<file path="src/rtl/bus_strobe_pkg.sv">
`timescale 1ns/1ps
package bus_strobe_pkg;
    localparam int TICKS_PER_CYCLE = 12;
    localparam int HALF_CYCLE      = TICKS_PER_CYCLE / 2;
    localparam int ALE_TICKS       = 2;
    localparam int PSEN_FIRST      = 3;
    localparam int PH_W            = $clog2(TICKS_PER_CYCLE);

    typedef logic [PH_W-1:0] tick_t;

    typedef struct packed {
        logic data_acc;
        logic code_read;
    } cycle_kind_t;

    function automatic logic in_ale_slot(input tick_t t);
        return (int'(t) % HALF_CYCLE) < ALE_TICKS;
    endfunction

    function automatic logic in_psen_slot(input tick_t t);
        return (int'(t) % HALF_CYCLE) >= PSEN_FIRST;
    endfunction

    function automatic logic in_late_half(input tick_t t);
        return int'(t) >= HALF_CYCLE;
    endfunction
endpackage

</file>
<file path="src/rtl/strobe_tick_ctr.sv">
`timescale 1ns/1ps
module strobe_tick_ctr
    import bus_strobe_pkg::*;
(
    input  logic  clk,
    input  logic  rst,
    output tick_t tick,
    output logic  last
);
    localparam tick_t LAST_TICK = tick_t'(TICKS_PER_CYCLE - 1);

    always_ff @(posedge clk) begin
        if (rst)             tick <= '0;
        else if (last)       tick <= '0;
        else                 tick <= tick + tick_t'(1);
    end

    assign last = (tick == LAST_TICK);

    a_r1_wrap: assert property (@(posedge clk) disable iff (rst)
        (tick == LAST_TICK) |=> (tick == '0));
    a_r1_step: assert property (@(posedge clk) disable iff (rst)
        (tick != LAST_TICK) |=> (tick == $past(tick) + tick_t'(1)));
endmodule

</file>
<file path="src/rtl/strobe_cycle_class.sv">
`timescale 1ns/1ps
module strobe_cycle_class
    import bus_strobe_pkg::*;
(
    input  logic        clk,
    input  logic        rst,
    input  logic        last,
    input  logic        xdata_next,
    input  logic        code_rd,
    output cycle_kind_t kind
);
    always_ff @(posedge clk) begin
        if (rst) begin
            kind <= '0;
        end else if (last) begin
            kind.data_acc  <= xdata_next;
            kind.code_read <= code_rd;
        end
    end

    a_r11_hold: assert property (@(posedge clk) disable iff (rst)
        !last |=> $stable(kind));
endmodule

</file>
<file path="src/rtl/strobe_cfg_reg.sv">
`timescale 1ns/1ps
module strobe_cfg_reg #(
    parameter int ADDR_W = 8,
    parameter int DATA_W = 8,
    parameter logic [ADDR_W-1:0] REG_ADDR = 8'h8E
) (
    input  logic              clk,
    input  logic              rst,
    input  logic              we,
    input  logic [ADDR_W-1:0] addr,
    input  logic [DATA_W-1:0] wdata,
    output logic              ale_off
);
    logic hit;
    logic unused_wdata_hi;

    assign hit = we && (addr == REG_ADDR);
    assign unused_wdata_hi = ^wdata[DATA_W-1:1];

    always_ff @(posedge clk) begin
        if (rst)      ale_off <= 1'b0;
        else if (hit) ale_off <= wdata[0];
    end

    a_r7_ignore: assert property (@(posedge clk) disable iff (rst)
        !hit |=> $stable(ale_off));
    a_r7_load: assert property (@(posedge clk) disable iff (rst)
        hit |=> (ale_off == $past(wdata[0])));
endmodule

</file>
<file path="src/rtl/strobe_decode.sv">
`timescale 1ns/1ps
module strobe_decode
    import bus_strobe_pkg::*;
(
    input  tick_t       tick,
    input  cycle_kind_t kind,
    input  logic        ale_off,
    input  logic        ext_exec,
    output logic        ale,
    output logic        psen_n
);
    logic ale_pulse;
    logic ale_live;

    always_comb begin
        ale_pulse = in_ale_slot(tick) && !(kind.data_acc && in_late_half(tick));
        ale_live  = !ale_off || ext_exec || kind.data_acc || kind.code_read;
        ale       = ale_live ? ale_pulse : 1'b1;
        psen_n    = !(ext_exec && !kind.data_acc && in_psen_slot(tick));
    end
endmodule

</file>
<file path="src/rtl/bus_strobe_gen.sv">
`timescale 1ns/1ps
module bus_strobe_gen
    import bus_strobe_pkg::*;
#(
    parameter int ADDR_W = 8,
    parameter int DATA_W = 8,
    parameter logic [ADDR_W-1:0] CFG_ADDR = 8'h8E
) (
    input  logic              clk,
    input  logic              rst,
    input  logic              xdata_next,
    input  logic              code_rd,
    input  logic              ext_exec,
    input  logic              cfg_we,
    input  logic [ADDR_W-1:0] cfg_addr,
    input  logic [DATA_W-1:0] cfg_wdata,
    output logic              ale,
    output logic              psen_n,
    output logic [PH_W-1:0]   phase
);
    tick_t       tick;
    logic        last;
    cycle_kind_t kind;
    logic        ale_off;

    strobe_tick_ctr u_ctr (
        .clk(clk), .rst(rst), .tick(tick), .last(last)
    );

    strobe_cycle_class u_cls (
        .clk(clk), .rst(rst), .last(last),
        .xdata_next(xdata_next), .code_rd(code_rd), .kind(kind)
    );

    strobe_cfg_reg #(.ADDR_W(ADDR_W), .DATA_W(DATA_W), .REG_ADDR(CFG_ADDR)) u_cfg (
        .clk(clk), .rst(rst), .we(cfg_we), .addr(cfg_addr),
        .wdata(cfg_wdata), .ale_off(ale_off)
    );

    strobe_decode u_dec (
        .tick(tick), .kind(kind), .ale_off(ale_off), .ext_exec(ext_exec),
        .ale(ale), .psen_n(psen_n)
    );

    assign phase = tick;

    a_r3_skip: assert property (@(posedge clk) disable iff (rst)
        (kind.data_acc && in_late_half(tick)) |-> !ale);
    a_r5_no_psen: assert property (@(posedge clk) disable iff (rst)
        kind.data_acc |-> psen_n);
    a_r6_psen_idle: assert property (@(posedge clk) disable iff (rst)
        !ext_exec |-> psen_n);
    a_r8_rest_high: assert property (@(posedge clk) disable iff (rst)
        (ale_off && !ext_exec && !kind.data_acc && !kind.code_read) |-> ale);
endmodule

</file>
<file path="config.mk">
export PLATFORM = sky130hd
export DESIGN_NAME = bus_strobe_gen
export DESIGN_NICKNAME = d
export VERILOG_FILES = /design/src/rtl/bus_strobe_pkg.sv /design/src/rtl/strobe_tick_ctr.sv /design/src/rtl/strobe_cycle_class.sv /design/src/rtl/strobe_cfg_reg.sv /design/src/rtl/strobe_decode.sv /design/src/rtl/bus_strobe_gen.sv
export SDC_FILE = /design/constraint.sdc
export NUM_CORES = 1
export LEC_CHECK = 0
export BUFFER_PORTS_ARGS = -buffer_cell sky130_fd_sc_hd__buf_2
export CAP_MARGIN = 0
export CORE_AREA = 10 10 47 49
export DETAILED_ROUTE_END_ITERATION = 8
export DIE_AREA = 0 0 57 59
export PLACE_DENSITY = 0.77
export SETUP_SLACK_MARGIN = 0.05
export SLEW_MARGIN = 20
export SYNTH_ARGS = -nofsm -noshare
export SYNTH_HDL_FRONTEND = slang
export SYNTH_HIERARCHICAL = 1
export SYNTH_SLANG_ARGS = --single-unit
</file>
<file path="constraint.sdc">
create_clock -name clk -period 3.8 [get_ports clk]
set_input_delay 0.38 -clock clk [delete_from_list [all_inputs] [get_ports clk]]
set_output_delay 0.38 -clock clk [all_outputs]
set_load 0.01 [all_outputs]
</file>
# Word-level counts from Yosys, hierarchy flattened
# Cells that the tools add are included.
[word_totals]
reg_bits = 7
output_inout_bits = 6
elab_cells = 25
[classes]
add_sub_neg = 1
n_div = 1
magnitude_cmp = 3
n_eq_ne = 2
mux = 1
n_reduce_logical = 13
[ops]
columns = ["op", "n"]
rows = [
  [">= comparator 32 x 3 -> 1 bit (second input constant)", 1],
  ["less-than comparator 32 x 3 -> 1 bit (second input constant)", 1],
  ["modulo 5 x 4 -> 32 bit (second input constant)", 1],
  ["== test 8 bit (second input constant)", 1],
  ["logical AND 1 bit", 5],
  ["adder 4 x 1 -> 4 bit (second input constant)", 1],
  ["== test 4 bit (second input constant)", 1],
  [">= comparator 4 x 3 -> 1 bit (second input constant)", 1],
  ["zero test 1 bit", 4],
  ["logical OR 1 bit", 3],
  ["OR reduction 2 bit", 1],
  ["2-to-1 mux 1 bit", 1],
]

# Logic depth before layout (Yosys ltp)
[depth]
ltp_word = 5
depth_mapped = 8

# Cells and area by module
# Netlist, hierarchy kept.
[modules_own_cells]
columns = ["module", "n_inst", "cells_per_inst", "area_per_inst_um2"]
rows = [
  ["strobe_decode", 1, 38, 265.3],
  ["strobe_tick_ctr", 1, 16, 188.9],
  ["strobe_cfg_reg", 1, 7, 70.1],
  ["strobe_cycle_class", 1, 6, 67.6],
]

# Least setup slack after synthesis
# No wires, ideal clock.
[synth_path]
kind = "flip-flop to output port"
start = "register u_ctr.tick[2]"
end = "output port ale"
t_arrival_ns = 1.791
t_required_ns = 3.420
setup_slack_ns = 1.629
path_stages_with_launch = 9
n_path_buf = 2
cell_sequence = "dfxtp_1 -> buf_6 -> dlygate4sd1_1 -> ha_1 -> nor2b_2 -> and3b_1 -> nor3_1 -> o22a_1 -> o22ai_1"
[synth_via]
elab_chain_cells = 5
word_cells_on_any_way = 7
[synth_rtl]
columns = ["element", "line_no", "rtl"]
rows = [
  ["from (decl)", "strobe_tick_ctr.sv:7", "output tick_t tick,"],
  ["from (signal assigned)", "strobe_tick_ctr.sv:15", "else tick <= tick + tick_t'(1);"],
  ["parallel branches: the longest is 3 deep, another holds modulo 5 x 4 -> 32 bit", "-", ""],
  ["logical AND 1 bit (*)", "strobe_decode.sv:16", "ale_pulse = in_ale_slot(tick) && !(kind.data_acc && in_late_half(tick));"],
  ["2-to-1 mux 1 bit (*)", "strobe_decode.sv:18", "ale = ale_live ? ale_pulse : 1'b1;"],
  ["to (decl)", "bus_strobe_gen.sv:17", "output logic ale,"],
]
# Mark *: on every way between the ends.

# Worst setup path after layout
[layout_path]
start = "register u_ctr.tick[3]"
end = "output port psen_n"
[layout_via]
elab_chain_cells = 4
[layout_rtl]
columns = ["element", "line_no", "rtl"]
rows = [
  ["modulo 5 x 4 -> 32 bit", "bus_strobe_pkg.sv:21", "return (int'(t) % HALF_CYCLE) >= PSEN_FIRST;"],
  [">= comparator 32 x 3 -> 1 bit", "bus_strobe_pkg.sv:21", ""],
  ["logical AND 1 bit", "strobe_decode.sv:19", "psen_n = !(ext_exec && !kind.data_acc && in_psen_slot(tick));"],
  ["zero test 1 bit", "strobe_decode.sv:19", ""],
  ["to (decl)", "bus_strobe_gen.sv:18", "output logic psen_n,"],
]
# Every way passes these cells.

==> flow_summary.ini <==
[routing]
via_count = 557
vias_per_cell = 5.356
wirelength_mm = 1.358
wl_per_cell_um = 13.06
drtAntennaViolNets = 0
drtIter0Drc = 7
drtPass1Iterations = 4
drc = 0

[timing]
finalSetupViolations = 0
slew_headroom = 0.6732
maxSlewViolCount = 0
min_period_over_period = 0.6955
rsz0062_at_grt = false
fmax_mhz = 378.4
fin_crit_ns = 2.643
worst_pin_slew_ns = 0.4895
fin_setup_tns_ns = 0
worst_clock_skew_ns = 0.003801
whs_ns = 0.3598
finalHoldViolCount = 0

[clock_tree]
clock_latency_ns = 0.26
root_buffer = clkbuf_4
ctsHtreeMaxLevel = 1
clock_path_buffers = 2
cts_resized = 0
hold_buffers = 0
cts_buffers = 3
cts.clk_slew.worst_paths_ns = 0.05
cts_setup_buffers = 0
cts_tree = yes
clock-sinks = 7

[critical_path]
path_max_fanout = 16
critPathCaptureType = primary output
r2r-start = u_ctr/tick[1]$_SDFF_PP0_
critPathSlowestCell = dfxtp_1
worstPathCellList = nor2b_1, ha_1, nor2b_1, o211ai_1, o211ai_1, a31oi_1, o2111ai_1, buf_2
r2r_setup_slack_ns = 2.35
r2r_cells = 4
required_ns = 3.42
r2r-end = u_cls/kind[1]$_SDFFE_PP0P_
worstSetupPathType = register to primary output
critical_path_arrival_ns = 2.26
cpPeakStageDelay_ns = 0.62
critPathLaunchType = register

[synth]
ys_types = 38
ys_warn_count = 6
yosys-top-cells-area = dfxtp_1 (24%), mux2i_1 (6.8%), ha_1 (6.3%)
netlist.area_leader.share = 0.2368
synth-seq-area-share = 0.2368
synth_area_um2 = 591.8
ys_seq_elements = 7
syn_area_per_cell_um2 = 8.833
postSynthCellCount = 67
syn_nets = 92
synth_top_cell_by_area = dfxtp_1

[final_layout]
antenna_cells = 0
fin_util = 0.5071
areaGrowthSynthToFinish_pct = 20.08
layout-drive-gt1-share = 0.3523
fillers = 138
fin_nets = 114
finalNonFillerCells = 104

[grt]
grt_pass1_vias = 525
grt_first_pass_wirelength_mm = 2.104
grt_max_degree = 17
antenna_found_initial = 0
grt_usage = 0.07606
gr-total-overflow = 0

[die]
die_w_um = 57
row_count = 14
die_y_um = 59
dieArea_um2 = 3363
core_um2 = 1401
io_pins = 28
initial_core_util = 0.4223

[hold_path]
hp-start = code_rd
hold_path_class = input port to register
hold_end = u_cls/kind[0]$_SDFFE_PP0P_
hold_depth = 3

[power_and_ir_drop]
ir_drop_v = 0.0001547
power_w = 0.0001943
p_leak_nw = 0.2902
p_per_area_nw_per_um2 = 273.4

[outcome]
outcome = finished clean

[placed_design]
place_inst = 100
routabilityCongestion = 0.6797
port-buffer-count = 20

[job]
cap_viol_max_count = 0
## cell families after synthesis
logic type / count (synthesis) / synth area share
buffers and inverters: 8 / 0.07823
xor gates and xnor gates: 1 / 0.01480
muxes: 4 / 0.06766
and+or+nand+nor: 30 / 0.3531
DFF: 7 / 0.2368
adders and majority gates: 3 / 0.06343
AOI/OAI and AO/OA: 14 / 0.1861
## metal layers
metal,vias up,track usage,wire (µm)
met5,-,0,0
met4,0,0.04027,31
met3,4,0.01931,38
met2,15,0.1333,708
met1,252,0.08195,580
li1,286,-,-
## stage by stage
step,instance area [µm²],setup slack (ns)
2_1_floorplan,591.8,1.629
3_3_place_gp,684.4,1.492
3_5_place_dp,684.4,1.430
4_1_cts,710.7,1.130
5_1_grt,710.7,0.9053
6_report,710.7,1.157
## critical path: cells and delay by family (launching register included)
| family | cells | cell delay (ns) |
|---|---|---|
| buffers and inverters | 1 | 0.17 |
| DFF | 1 | 0.62 |
| adders and majority gates | 1 | 0.27 |
| and+or+nand+nor | 2 | 0.27 |
| AOI/OAI and AO/OA | 4 | 0.67 |
## area by class of cell
cell class              count  area (µm²)  area share
well taps                  16       20.02     0.02817
repair buffers             20       100.1      0.1408
flip-flops and latches      7       140.1      0.1972
inverters                   5       18.77     0.02641
multi-input cells          52       405.4      0.5704
clock buffers               4       26.28     0.03697
## how the worst max path moves through the flow
stage	start	to	slack, ns	cells after the start
3_3_place_gp	u_ctr/tick[3]$_SDFF_PP0_	psen_n	1.49	8
2_1_floorplan	u_ctr/tick[2]$_SDFF_PP0_	ale	1.63	8
5_1_grt	u_ctr/tick[3]$_SDFF_PP0_	psen_n	0.91	8
6_report	u_ctr/tick[3]$_SDFF_PP0_	psen_n	1.16	8
4_1_cts	u_ctr/tick[3]$_SDFF_PP0_	psen_n	1.13	8
3_5_place_dp	u_ctr/tick[3]$_SDFF_PP0_	psen_n	1.43	8
## flip-flops by register name, summed over array words and instances, names as in the netlist
signal         cells
u_cls/kind         2
u_ctr/tick         4
u_cfg/ale_off      1
## report_power, final
| part | internal [W] | total (W) | switching [W] |
|---|---|---|---|
| sequential | 0.0000762 | 0.0000834 | 0.00000717 |
| clock | 0.0000402 | 0.0000700 | 0.0000297 |
| combinational | 0.0000219 | 0.0000410 | 0.0000191 |
## synth_stat cells
master         n
dfxtp_1        7
inv_1          5
nor2_1         5
mux2i_1        4
a21oi_1        3
ha_1           3
nor2b_1        3
nand2_1        2
nand2b_1       2
nor3_1         2
o211ai_1       2
o31a_1         2
or3b_1         2
a31oi_1        1
and2b_1        1
and3_1         1
and3b_1        1
and3b_2        1
buf_4          1
buf_6          1
dlygate4sd1_1  1
nand3_1        1
nand3b_1       1
nand4_1        1
nand4b_1       1
nor2b_2        1
nor2b_4        1
nor3b_2        1
nor4_2         1
o2111ai_1      1
o21ai_2        1
o22a_1         1
o22ai_1        1
o31ai_1        1
o32ai_2        1
or2b_1         1
or2b_2         1
xnor2_1        1
## layout by cell type (no fill, tap or decap), types with 3 or more instances in the layout
cell      instances
mux2i_1           4
nor2_1            5
inv_1             5
clkbuf_4          3
ha_1              3
buf_2            20
dfxtp_1           7
a21oi_1           3
nor2b_1           3
No activity file was read; power rests on OpenSTA's default activity.
